## src/rtl/refDivPkg.sv

```systemverilog
package refDivPkg;
  localparam int CODE_W = 4;
  localparam int CNT_W  = 9;

  typedef struct packed {
    logic tcStrobe;
    logic lowHalf;
    logic oddRatio;
  } divStrobe_t;

  function automatic logic [CNT_W-1:0] ratioOf(input logic [CODE_W-1:0] code);
    logic [CNT_W-1:0] one2;
    logic [CNT_W-1:0] five;
    one2 = CNT_W'(2);
    five = CNT_W'(5);
    if (!code[CODE_W-1])
      return one2 << code[CODE_W-2:0];
    else if (code[CODE_W-2:0] == '0)
      return CNT_W'(24);
    else
      return five << (code[CODE_W-2:0] - 3'd1);
  endfunction
endpackage

```

## src/rtl/refDivCtrl.sv

```systemverilog
module refDivCtrl
  import refDivPkg::*;
(
  input  logic                 clk,
  input  logic                 rstN,
  input  logic [CODE_W-1:0]    ratioCode,
  output divStrobe_t           strobes
);
  logic [CNT_W-1:0] count;
  logic [CNT_W-1:0] activeRatio;
  logic [CNT_W-1:0] nextRatio;
  logic [CNT_W-1:0] halfRatio;
  logic             tc;

  assign nextRatio = ratioOf(ratioCode);
  assign halfRatio = activeRatio >> 1;
  assign tc        = (count == '0);

  always_ff @(posedge clk) begin
    if (!rstN) begin
      count       <= '0;
      activeRatio <= ratioOf('0);
    end else if (tc) begin
      count       <= nextRatio - CNT_W'(1);
      activeRatio <= nextRatio;
    end else begin
      count <= count - CNT_W'(1);
    end
  end

  always_comb begin
    strobes.tcStrobe = tc;
    strobes.lowHalf  = (count < halfRatio);
    strobes.oddRatio = activeRatio[0];
  end


  cnt_range_chk: assert property (@(posedge clk) disable iff (!rstN)
    count < activeRatio);


  ratio_hold_chk: assert property (@(posedge clk) disable iff (!rstN)
    !tc |=> $stable(activeRatio));
endmodule

```

## src/rtl/refDivPath.sv

```systemverilog
module refDivPath
  import refDivPkg::*;
(
  input  logic       clk,
  input  logic       rstN,
  input  divStrobe_t strobes,
  input  logic       monEn,
  input  logic       monSel,
  output logic       cmpPulse,
  output logic       cmpClk,
  output logic       monOut
);
  logic oddReg;

  always_ff @(posedge clk) begin
    if (!rstN) begin
      cmpPulse <= 1'b0;
      cmpClk   <= 1'b0;
      oddReg   <= 1'b0;
    end else begin
      cmpPulse <= strobes.tcStrobe;
      cmpClk   <= strobes.lowHalf;
      oddReg   <= strobes.oddRatio;
    end
  end

  always_comb begin
    if (!monEn)
      monOut = 1'b0;
    else if (monSel)
      monOut = oddReg ? cmpPulse : cmpClk;
    else
      monOut = clk;
  end


  pulse_width_chk: assert property (@(posedge clk) disable iff (!rstN)
    cmpPulse |=> !cmpPulse);
endmodule

```

## src/rtl/refDivTop.sv

```systemverilog
module refDivTop
  import refDivPkg::*;
(
  input  logic              refClk,
  input  logic              rstN,
  input  logic [CODE_W-1:0] ratioCode,
  input  logic              monEnable,
  input  logic              monSelect,
  output logic              cmpPulse,
  output logic              cmpClk,
  output logic              monOut,
  output logic              monOe
);
  divStrobe_t strobes;
  logic       monEnReg;
  logic       monSelReg;

  always_ff @(posedge refClk) begin
    if (!rstN) begin
      monEnReg  <= 1'b1;
      monSelReg <= 1'b1;
    end else begin
      monEnReg  <= monEnable;
      monSelReg <= monSelect;
    end
  end

  assign monOe = monEnReg;

  refDivCtrl uCtrl (
    .clk       (refClk),
    .rstN      (rstN),
    .ratioCode (ratioCode),
    .strobes   (strobes)
  );

  refDivPath uPath (
    .clk      (refClk),
    .rstN     (rstN),
    .strobes  (strobes),
    .monEn    (monEnReg),
    .monSel   (monSelReg),
    .cmpPulse (cmpPulse),
    .cmpClk   (cmpClk),
    .monOut   (monOut)
  );


  en_follow_chk: assert property (@(posedge refClk) disable iff (!rstN)
    $past(rstN) |-> (monOe == $past(monEnable)));


  always_comb begin
    if (rstN && !monOe) begin
      mon_quiet_chk: assert (monOut == 1'b0);
    end
  end
endmodule

```

## config.mk

```make
export PLATFORM = sky130hd
export DESIGN_NAME = refDivTop
export DESIGN_NICKNAME = d
export VERILOG_FILES = /design/src/rtl/refDivPkg.sv /design/src/rtl/refDivCtrl.sv /design/src/rtl/refDivPath.sv /design/src/rtl/refDivTop.sv
export SDC_FILE = /design/constraint.sdc
export NUM_CORES = 1
export LEC_CHECK = 0
export CAP_MARGIN = 20
export CORE_ASPECT_RATIO = 1.4
export CORE_MARGIN = 2
export CORE_UTILIZATION = 60
export DETAILED_ROUTE_END_ITERATION = 10
export GPL_TIMING_DRIVEN = 1
export PLACE_DENSITY_LB_ADDON = 0.3
export SLEW_MARGIN = 20
export SYNTH_ARGS = -nofsm -noshare
export SYNTH_HDL_FRONTEND = slang
export SYNTH_SLANG_ARGS = --single-unit
```

## constraint.sdc

```tcl
create_clock -name refClk -period 7.2 [get_ports refClk]
set_clock_uncertainty 0.1 [all_clocks]
set_input_delay 1.44 -clock refClk [delete_from_list [all_inputs] [get_ports refClk]]
set_output_delay 1.44 -clock refClk [all_outputs]
set_load 0.02 [all_outputs]
```

# ---- Word level (Yosys, flattened, before mapping)
# Index checks and enable logic that the tools add are counted.
dict set report word_totals {
  register_bits 23
  inputBits 8
  out_inout_bits 4
  wordCells 21
}
dict set report classes {
  n_addsub 3
  magnitude_cmp 1
  n_shift 2
  muxes 6
  n_reduce_logical 2
}
# operator n
set op_table {}
lappend op_table {{2-to-1 mux 9 bit} 3}
lappend op_table {{subtractor 9 x 1 -> 9 bit, second input constant} 2}
lappend op_table {{zero test 9 bit} 1}
lappend op_table {{< comparator 9 x 8 -> 1 bit} 1}
lappend op_table {{left shift 2 x 3 -> 9 bit, first input constant} 1}
lappend op_table {{left shift 3 x 3 -> 9 bit, first input constant} 1}
lappend op_table {{zero test 3 bit} 1}
lappend op_table {{2-to-1 mux 1 bit} 3}
lappend op_table {{subtractor 3 x 1 -> 3 bit, second input constant} 1}

# ---- Depth between registers and ports, before layout
dict set report logic_depth {
  ltp_word 6
  mapped_depth 13
  mapped_depth_nobuf 11
}

# ---- Modules after synthesis
# Synthesis repeated with hierarchy kept, for this count alone.
dict set report unflattened {
  hier_cells 143
  area_unflattened_um2 1207.4
}
# module n_inst cells_per_inst area_each_um2 seq_area_each_um2
set modules_own_cells {}
lappend modules_own_cells {refDivCtrl 1 130 1056.0 360.3}
lappend modules_own_cells {refDivPath 1 9 98.8 60.1}
lappend modules_own_cells {refDivTop 1 4 52.6 40.0}

==> metrics <==
Worst-path clk slew=120 ps; pin count of the biggest net entering global routing=25; slew at the pin closest to its max-slew limit=694 ps; fin nets=178; switch share=40.0%; P_int=0.295 mW; overall routing resource usage=22.4%; Post-Syn Instances=150; Area contributors post-synth=dfxtp_1 37%, ha_1 8.0%, nand2_1 4.5%, nand2b_1 4.0%, nor2b_1 3.5%; core region area=0.00197 sq mm; clock network power share=18.9%; die width=42.7 um; compound-cell area share of the yosys netlist=18.4%; #FFs+latches synth=23; WS Path Type=clk2out; Mean Syn Cell Area=8.38 sq um; Seq/Total Area, Yosys=36.6%; worst-path fanout max=2; initial antenna violation count=0; clock latency on the worst-skew pair=430 ps; proportion of synthesized area in mux cells=1.59%; residual DRC count=0; top-level port count=12; Reg2Reg Depth=11; worst reg2reg startpoint=uCtrl.count[5]$_SDFF_PN0_; max-slew violations=0; Post-DP Area=0.00136 sq mm; Post-CTS Hold Fix Bufs=0; share of layout cells above drive strength 1=6.83%; Reg area=460 sq um; worst hold stages=2; area occupied by multi-input gates=726 sq um; Detail Placement HPWL=1830 um; WP data required=5660 ps; syn nets=166; post-cts sizing count=0; worst hold path class=reg2reg; die height=58.2 um; reg2reg setup slack=4410 ps; post-route insts no fill=182; Setup WS pre-CTS=1340 ps; Layout area overhead=11.8%; Sum Neg Setup Slack=0 ps; Hold Path Sink=uCtrl.activeRatio[8]$_SDFFE_PN0N_; YS warnings=0; Psw=0.197 mW; Primary FF master, synth=dfxtp_1; Iteration-0 DRC Markers=39; DIE AREA=0.00248 sq mm; final setup violation count=0; Logic pwr share=42.9%; number of fill cells=160; Crit. End Element=output port; total number of vias=1,068; antenna diode count=0; Placed Cells=175; Avg WL per Cell=13.6 um; Synth area leader=dfxtp_1; crit start category=clock port; most frequent cell after synthesis=dfxtp_1; mapped cell area=0.00126 sq mm; top cell type's share of synthesized area=36.6%; Slew headroom=53.6%; worst flop-to-flop path endpoint=uCtrl.count[8]$_SDFF_PN0_; outcome=complete, no violations; IO Port Bufs=11; RSZ-0062 raised after global routing=false; wire length of the first global-routing pass=4080 um; vias in the first global route=1,017; vias per inst=5.87; pwr dens=350 mW/mm^2; number of max-cap violations=0; Initial Utilization=63.7%; Leak=0.548 nW; XOR/XNOR Fraction of Synth Area=1.39%; Post-Synth Adder-Cell Area=7.96%; placer's final routability congestion estimate=0.875; Final WS setup=1090 ps; final wirelength=2480 um; post-CTS setup buffer count=0; drt pass-1 iters=4; most frequent cells after synthesis=23 x dfxtp_1, 15 x nand2_1, 9 x inv_1, 9 x nor2_1; largest family of logic cells by synthesized area=simple AND/OR/NAND/NOR gates; grt total ovfl=0; Flop pwr share=38.2%; Cell variety after synth=41; # rows=19; VDD IR max=0.203 mV; Final Hold Viols=0; FFs w/ async S/R, synth=0%; fin area=0.00141 sq mm; Simple-Gate Fraction of Synth Area=28.4%; CTS tree=built; Post-synth EDFFs=0; critical hold path startpoint=uCtrl.activeRatio[8]$_SDFFE_PN0N_; critical path data arrival time=4570 ps; Antenna Violating Nets Remaining=0; Fin Hold WS=382 ps
through the flow:
stage	total power, mW	utilization (%)
2_1_floorplan	0.355	-
3_3_place_gp	0.397	68.7
3_5_place_dp	0.407	68.7
4_1_cts	0.492	71.3
5_1_grt	0.524	71.3
6_report	0.492	71.3
critical path: stages:
cell	delay, ps
clkbuf_4	110
clkbuf_4	120
o211a_1	210
clkdlybuf4s50_1	530
power groups by stage:
stage | clock, mW | sequential (mW) | combinational (mW)
floorplan | 0.00424 | 0.186 | 0.165
finish | 0.0928 | 0.188 | 0.211
CTS | 0.0934 | 0.187 | 0.212
global route | 0.0991 | 0.190 | 0.235
global placement | 0.00755 | 0.189 | 0.201
detailed placement | 0.00756 | 0.190 | 0.210
cell families after synthesis:
logic type	count (synthesis)
XOR/XNOR	2
multiplexers	2
AO/OA/AOI/OAI	33
adder cells (fa/ha/maj)	8
AND/OR/NAND/NOR	66
flip-flops	23
buffers and inverters	16
state kept, by name, indices dropped and copies added (netlist names):
| name | count |
|---|---|
| monOe | 1 |
| monSelReg | 1 |
| uCtrl.activeRatio | 9 |
| uCtrl.count | 9 |
| uPath.cmpClk | 1 |
| uPath.cmpPulse | 1 |
| uPath.oddReg | 1 |
worst max path at each step:
| stage | cells after the start | slack [ps] | from | end |
|---|---|---|---|---|
| final | 4 | 1090 | refClk | monOut |
| after global routing | 4 | 1060 | refClk | monOut |
| after CTS | 4 | 1080 | refClk | monOut |
| after detailed placement | 2 | 1340 | refClk | monOut |
| after global placement | 2 | 1340 | refClk | monOut |
| after floorplan | 1 | 1780 | refClk | monOut |
layer usage:
metal  vias to the layer above  global-route usage, %  share of wire (%)
met2                        30                   36.6                 50
met4                         0                   13.4                2.8
met5                         -                      0                  0
li1                        544                      -                  -
met1                       486                   24.7                 44
met3                         8                   7.79                3.7
cell type report:
class,instances,area share (%)
tap,21,1.87
timing repair buffer,10,7.12
inverter,9,2.40
multi-input combinational,111,51.6
sequential,23,32.7
clock inverter,1,0.356
clock buffer,7,3.91
placed cells by master (no fill, tap or decap), drive strengths merged, types with 2 or more instances in the layout:
cell type / netlist / routed
clkdlybuf4s50: 0 / 11
mux2i: 2 / 2
and2: 6 / 6
o21a: 2 / 2
nand2b: 8 / 8
nor2: 9 / 9
a21o: 2 / 2
inv: 9 / 9
nand4: 3 / 3
or3: 3 / 3
o21ai: 5 / 5
nor3: 2 / 2
nand3: 6 / 6
nor4: 2 / 2
ha: 8 / 8
nand2: 15 / 15
clkbuf: 2 / 6
o31ai: 2 / 2
a21boi: 6 / 6
and3: 4 / 4
dfxtp: 23 / 23
nor2b: 7 / 7
a21oi: 7 / 7
Note: power is estimated with default switching activity, not from simulation.
